**src/rtl/gpio_lvl_pkg.sv**
```systemverilog
package gpio_lvl_pkg;
   localparam int unsigned REG_W = 32;
   localparam logic [4:0] OFS_DOUT = 5'h00;
   localparam logic [4:0] OFS_OE   = 5'h04;
   localparam logic [4:0] OFS_DIN  = 5'h08;
   localparam logic [4:0] OFS_STS  = 5'h0C;
   localparam logic [4:0] OFS_TYPL = 5'h10;
   localparam logic [4:0] OFS_IEN  = 5'h14;
   localparam logic [4:0] OFS_TYPH = 5'h18;
   localparam logic [4:0] OFS_MUX  = 5'h1C;
   localparam int unsigned LINES_PER_TYPE = 8;
   localparam int unsigned TYPE_STRIDE    = 4;
endpackage

```
**src/rtl/gpio_sync.sv**
```systemverilog
module gpio_sync #(
   parameter int unsigned WIDTH  = 12,
   parameter int unsigned STAGES = 2
) (
   input  logic             clk,
   input  logic             rst_n,
   input  logic [WIDTH-1:0] async_i,
   output logic [WIDTH-1:0] sync_o
);
   if (STAGES < 2) begin : g_bad_stages
      $error("gpio_sync: STAGES must be at least 2");
   end

   logic [WIDTH-1:0] stage_q [STAGES];

   for (genvar s = 0; s < STAGES; s++) begin : g_stage
      always_ff @(posedge clk or negedge rst_n) begin
         if (!rst_n) begin
            stage_q[s] <= '0;
         end else begin
            stage_q[s] <= (s == 0) ? async_i : stage_q[(s == 0) ? 0 : s - 1];
         end
      end
   end

   assign sync_o = stage_q[STAGES-1];
endmodule

```
**src/rtl/gpio_type_regs.sv**
```systemverilog
module gpio_type_regs
   import gpio_lvl_pkg::*;
#(
   parameter int unsigned N_LINES = 12
) (
   input  logic                              clk,
   input  logic                              rst_n,
   input  logic                              wr_lo,
   input  logic                              wr_hi,
   input  logic [LINES_PER_TYPE-1:0]         sel_bits,
   output logic [N_LINES-1:0]                pol,
   output logic [REG_W-1:0]                  rd_lo,
   output logic [REG_W-1:0]                  rd_hi
);
   always_ff @(posedge clk or negedge rst_n) begin
      if (!rst_n) begin
         pol <= '0;
      end else begin
         for (int n = 0; n < int'(N_LINES); n++) begin
            if ((n < int'(LINES_PER_TYPE)) ? wr_lo : wr_hi) begin
               pol[n] <= sel_bits[n % LINES_PER_TYPE];
            end
         end
      end
   end

   always_comb begin
      rd_lo = '0;
      rd_hi = '0;
      for (int n = 0; n < int'(N_LINES); n++) begin
         if (n < int'(LINES_PER_TYPE)) begin
            rd_lo[TYPE_STRIDE * (n % LINES_PER_TYPE)] = pol[n];
         end else begin
            rd_hi[TYPE_STRIDE * (n % LINES_PER_TYPE)] = pol[n];
         end
      end
   end
endmodule

```
**src/rtl/gpio_irq_unit.sv**
```systemverilog
module gpio_irq_unit #(
   parameter int unsigned N_LINES = 12
) (
   input  logic               clk,
   input  logic               rst_n,
   input  logic [N_LINES-1:0] lvl,
   input  logic [N_LINES-1:0] pol,
   input  logic               clr_wr,
   input  logic [N_LINES-1:0] clr_mask,
   input  logic [N_LINES-1:0] en,
   output logic [N_LINES-1:0] sts,
   output logic               irq
);
   logic [N_LINES-1:0] active;
   logic [N_LINES-1:0] clr_vec;

   // pol = 1 inverts the sense, giving active-low detection
   assign active  = lvl ^ pol;
   assign clr_vec = clr_wr ? clr_mask : '0;

   // a clear in the same cycle wins; the level re-latches on the next edge
   always_ff @(posedge clk or negedge rst_n) begin
      if (!rst_n) begin
         sts <= '0;
      end else begin
         sts <= (sts | active) & ~clr_vec;
      end
   end

   assign irq = |(sts & en);
endmodule

```
**src/rtl/gpio_lvl_irq_ctrl.sv**
```systemverilog
module gpio_lvl_irq_ctrl
   import gpio_lvl_pkg::*;
#(
   parameter int unsigned N_LINES     = 12,
   parameter int unsigned ADDR_W      = 5,
   parameter int unsigned SYNC_STAGES = 2
) (
   input  logic               clk,
   input  logic               rst_n,
   input  logic [ADDR_W-1:0]  bus_addr,
   input  logic               bus_wr,
   input  logic [31:0]        bus_wdata,
   output logic [31:0]        bus_rdata,
   input  logic [N_LINES-1:0] pin_in,
   output logic [N_LINES-1:0] pad_o,
   output logic [N_LINES-1:0] pad_oe,
   output logic [31:0]        mux_sel,
   output logic               irq
);
   localparam int unsigned MAX_LINES = 2 * LINES_PER_TYPE;

   if (N_LINES < 1 || N_LINES > MAX_LINES) begin : g_bad_lines
      $error("gpio_lvl_irq_ctrl: N_LINES out of range");
   end
   if (ADDR_W != 5) begin : g_bad_addr
      $error("gpio_lvl_irq_ctrl: ADDR_W must be 5");
   end

   logic [N_LINES-1:0] dout_q, oe_q, en_q, lvl_sync, pol_vec, sts_vec;
   logic [REG_W-1:0]   mux_q, typ_lo_rd, typ_hi_rd;
   logic [LINES_PER_TYPE-1:0] typ_bits;

   function automatic logic hit(input logic [ADDR_W-1:0] a, input logic [4:0] ofs);
      return a == ofs;
   endfunction

   for (genvar k = 0; k < int'(LINES_PER_TYPE); k++) begin : g_typ_bits
      assign typ_bits[k] = bus_wdata[TYPE_STRIDE * k];
   end

   always_ff @(posedge clk or negedge rst_n) begin
      if (!rst_n) begin
         dout_q <= '0;
         oe_q   <= '0;
         en_q   <= '0;
         mux_q  <= '0;
      end else if (bus_wr) begin
         if (hit(bus_addr, OFS_DOUT)) dout_q <= bus_wdata[N_LINES-1:0];
         if (hit(bus_addr, OFS_OE))   oe_q   <= bus_wdata[N_LINES-1:0];
         if (hit(bus_addr, OFS_IEN))  en_q   <= bus_wdata[N_LINES-1:0];
         if (hit(bus_addr, OFS_MUX))  mux_q  <= bus_wdata;
      end
   end

   gpio_sync #(.WIDTH(N_LINES), .STAGES(SYNC_STAGES)) u_sync (
      .clk     (clk),
      .rst_n   (rst_n),
      .async_i (pin_in),
      .sync_o  (lvl_sync)
   );

   gpio_type_regs #(.N_LINES(N_LINES)) u_type (
      .clk      (clk),
      .rst_n    (rst_n),
      .wr_lo    (bus_wr && hit(bus_addr, OFS_TYPL)),
      .wr_hi    (bus_wr && hit(bus_addr, OFS_TYPH)),
      .sel_bits (typ_bits),
      .pol      (pol_vec),
      .rd_lo    (typ_lo_rd),
      .rd_hi    (typ_hi_rd)
   );

   gpio_irq_unit #(.N_LINES(N_LINES)) u_irq (
      .clk      (clk),
      .rst_n    (rst_n),
      .lvl      (lvl_sync),
      .pol      (pol_vec),
      .clr_wr   (bus_wr && hit(bus_addr, OFS_STS)),
      .clr_mask (bus_wdata[N_LINES-1:0]),
      .en       (en_q),
      .sts      (sts_vec),
      .irq      (irq)
   );

   always_comb begin
      bus_rdata = '0;
      unique case (1'b1)
         hit(bus_addr, OFS_DOUT): bus_rdata[N_LINES-1:0] = dout_q;
         hit(bus_addr, OFS_OE):   bus_rdata[N_LINES-1:0] = oe_q;
         hit(bus_addr, OFS_DIN):  bus_rdata[N_LINES-1:0] = lvl_sync;
         hit(bus_addr, OFS_STS):  bus_rdata[N_LINES-1:0] = sts_vec;
         hit(bus_addr, OFS_TYPL): bus_rdata = typ_lo_rd;
         hit(bus_addr, OFS_IEN):  bus_rdata[N_LINES-1:0] = en_q;
         hit(bus_addr, OFS_TYPH): bus_rdata = typ_hi_rd;
         hit(bus_addr, OFS_MUX):  bus_rdata = mux_q;
         default:                 bus_rdata = '0;
      endcase
   end

   assign pad_o   = dout_q & oe_q;
   assign pad_oe  = oe_q;
   assign mux_sel = mux_q;
endmodule

```
**config.mk**
```make
export PLATFORM = sky130hd
export DESIGN_NAME = gpio_lvl_irq_ctrl
export DESIGN_NICKNAME = d
export VERILOG_FILES = /design/src/rtl/gpio_lvl_pkg.sv /design/src/rtl/gpio_sync.sv /design/src/rtl/gpio_type_regs.sv /design/src/rtl/gpio_irq_unit.sv /design/src/rtl/gpio_lvl_irq_ctrl.sv
export SDC_FILE = /design/constraint.sdc
export NUM_CORES = 1
export LEC_CHECK = 0
export BUFFER_PORTS_ARGS = -buffer_cell sky130_fd_sc_hd__clkbuf_2
export CAP_MARGIN = 40
export CELL_PAD_IN_SITES_DETAIL_PLACEMENT = 0
export CELL_PAD_IN_SITES_GLOBAL_PLACEMENT = 2
export CORE_MARGIN = 3
export CORE_UTILIZATION = 38
export CTS_CLUSTER_DIAMETER = 100
export DETAILED_ROUTE_END_ITERATION = 12
export HOLD_SLACK_MARGIN = 0.06
export PLACE_DENSITY_LB_ADDON = 0.1
export SYNTH_ARGS = -nofsm -noshare
export SYNTH_HDL_FRONTEND = slang
export SYNTH_SLANG_ARGS = --single-unit
```
**constraint.sdc**
```tcl
create_clock -name clk -period 3 [get_ports clk]
set_clock_uncertainty 0.05 [all_clocks]
set_input_delay 0.3 -clock clk [delete_from_list [all_inputs] [get_ports clk]]
set_output_delay 0.3 -clock clk [all_outputs]
set_load 0.005 [all_outputs]
```
==> results.toml <==
[timing]
setup_viol = 0
fin_crit_ps = 2330
fin_setup_tns_ps = 0
fmax_ghz = 0.429
hold_violations = 0
drv_slew = 0
period_share_pct = 77.7
rsz0062_at_grt = "no"
slew_headroom_pct = 48.5
whs_ps = 81.6
tightest_slew_ps = 772

[worst_setup_path]
critPathMaxStageDelay_ps = 510
cp_cell_sequence = "clkbuf_2 > buf_4 > mux4_2 > a22o_1 > clkbuf_2"
crit_path_start_kind = "primary input"
slowest_stage = "clkbuf_2"
criticalPathCategory = "primary input to output port"
critPathCaptureType = "output port"
worstPathRequired_ps = 2650
cp_max_fo = 20
cpMostUsedCell = "clkbuf_2"
crit_arrival_ps = 1980

[drt]
vias = 3708
drtIter0Drc = 143
post_drt_wl_per_cell_um = 19.6
firstDrtPassIters = 4
viasPerCell = 5.09
wl_mm = 14.3
antenna_left = 0
drc_errors = 0

[logic_synthesis]
ys_seq_area_share_pct = 54.2
synth_area_per_cell_um2 = 14.5
synth_cell_type_count = 42
synth_top_family_by_area = "multiplexers"
yosys_warnings = 0
synthSimpleGateAreaFrac_pct = 9.02
synth_area_um2 = 5350
syn-num-nets = 421
muxShareOfSynthArea_pct = 25.6
synth_cells = 369
yosys_register_bits = 116
synth_fa_ha_area_share_pct = 0
synth_xor_area_share_pct = 1.96
synth-compound-area-share_pct = 6.10

[floorplanning]
dieArea_um2 = 15500
fp.dieH_um = 125
core_area_um2 = 13500
dieWidth_um = 125
rows = 42
io_pins = 141
initial_utilization_pct = 39.6

[place]
numPortBuffers = 140
globalplace.congestion = 0.798
place.detailed.hpwl_mm = 9.70

[final_layout]
nNetsFinal = 594
fin_util_pct = 51.8
num_antenna_cells = 0
drive_gt1_share_pct = 46.9
fillCellCount = 1190
areaGrowthSynthToFinish_pct = 30.8

[grt]
grt_max_degree = 62
grt_pass1_vias = 3984
antenna_found_initial = 0
grt_pass1_wl_mm = 22.9
grtUsageTotal_pct = 19.2
grt_overflow = 0

[worst_hold_path]
hold_path_class = "primary input to flop"

[clock_network]
cts_sinks = 116
clockBufferDepth = 2
ctsHtreeMaxLevel = 4
root_buffer = "clkbuf_16"
cts.clk_slew.worst_paths_ps = 50
clk_latency_ps = 410
cts_tree = "done"
numCtsBuffers = 17
cts_setup_buffers = 0

[pwr]
powerDensity_nw_per_um2 = 654
p_leak_nw = 3.53
max-vdd-ir-drop_mv = 0.421

[outcome]
run_status = "finished clean"

[job]
maxCapViolations = 0
## stage by stage
step                instances  setup WS, ps  cell area (um^2)  total power (W)
CTS                       728           661              7000          0.00464
detailed placement        671           622              6180          0.00276
finish                    728           669              7000          0.00458
global placement          671           670              6180          0.00274
floorplan                 369          1320              5350          0.00240
global route              728           498              7000          0.00481
## repair_timing
action,4_1_cts,5_1_grt
hold endpoints to repair,82,0
hold buffers,28,0
resized for setup,0,0
## registers in the layout, summed over array words and instances, names as in the netlist
name            cells
u_sync.sync_o      12
u_type.pol         12
dout_q             12
en_q               12
u_sync.stage_q     12
mux_sel            32
u_irq.sts          12
pad_oe             12
## cells in the mapped netlist (all sizes together)
master | count | share of area, %
or2 | 1 | 0.12
and4bb | 1 | 0.23
or3b | 1 | 0.16
a22o | 9 | 1.5
a21oi | 13 | 1.2
nor3 | 1 | 0.30
or3 | 1 | 0.12
or4b | 1 | 0.19
nand2 | 5 | 0.58
a211o | 1 | 0.16
dfrtp | 116 | 54
xor2 | 12 | 2.0
or4bb | 1 | 0.21
nor2 | 18 | 1.4
mux4 | 9 | 3.8
nand3 | 6 | 0.75
a221o | 7 | 1.3
a22oi | 4 | 0.56
clkbuf | 4 | 0.30
and2 | 17 | 2.0
buf | 17 | 2.8
o22ai | 6 | 0.70
mux2i | 8 | 1.5
nand3b | 3 | 0.42
a221oi | 3 | 0.49
mux2 | 83 | 20
and3 | 16 | 1.9
nor2b | 1 | 0.16
a32o | 1 | 0.19
nor3b | 2 | 0.37
or4 | 1 | 0.14
## where the power goes
group          leakage (nW)  switching [W]  internal (W)  total [W]
Combinational          1.86       0.000279      0.000463   0.000742
Sequential             1.41       0.000209       0.00180    0.00201
Clock                 0.267       0.000666       0.00117    0.00183
## worst paths after layout
kind / cells past startpoint / startpoint / slack (ps) / to
setup / recovery: 5 / bus_addr[2] / 670 / bus_rdata[0]
hold / removal: 2 / bus_wdata[1] / 80 / u_irq.sts[1]$_DFF_PN0_
setup reg to reg: 3 / u_type.pol[6]$_DFFE_PN0P_ / 2050 / u_irq.sts[6]$_DFF_PN0_
hold reg to reg: 0 / u_sync.stage_q[19]$_DFF_PN0_ / 300 / u_sync.sync_o[7]$_DFF_PN0_
max in group asynchronous: 3 / rst_n / 1660 / u_sync.stage_q[13]$_DFF_PN0_
min in group asynchronous: 2 / rst_n / 450 / mux_sel[1]$_DFFE_PN0P_
## kinds of logic after synthesis
family | count (synthesis)
DFF | 116
muxes | 100
and+or+nand+nor | 76
AOI/OAI and AO/OA | 44
buffers and inverters | 21
xor gates and xnor gates | 12
## placed cells by master, fill, tap and decap left out, drive strengths merged, types with 5 or more instances in the layout
cell type	count
mux2	83
dfrtp	116
and2	17
buf	8
a22o	9
nand2	5
o22ai	6
nand3	6
nor2	18
a221o	7
and3	16
mux2i	8
dlygate4sd3	28
xor2	12
mux4	9
a21oi	13
clkbuf	164
## layer usage
metal / part of all wire (%) / GRT usage, % / up-vias / routed length (um)
li1: - / - / 1710 / -
met1: 44 / 25.0 / 1870 / 6290
met2: 48 / 29.8 / 111 / 6800
met3: 6.4 / 6.13 / 17 / 906
met4: 1.8 / 7.61 / 0 / 263
met5: 0 / 0 / - / 0
## worst max-delay path: cells and delay by family
family | cells | cell delay, ps
buffers and inverters | 3 | 920
multiplexers | 1 | 500
AO/OA/AOI/OAI | 1 | 250
## final cells by class
class	instances	area (um^2)	share of cell area [%]
well taps	176	220	3.15
repair buffers	175	1050	15.0
flip-flops and latches	116	2900	41.5
multi-input cells	232	2290	32.7
clock buffers	25	515	7.36
clock inverters	4	22.5	0.322
No activity file was read; power rests on OpenSTA's default activity.
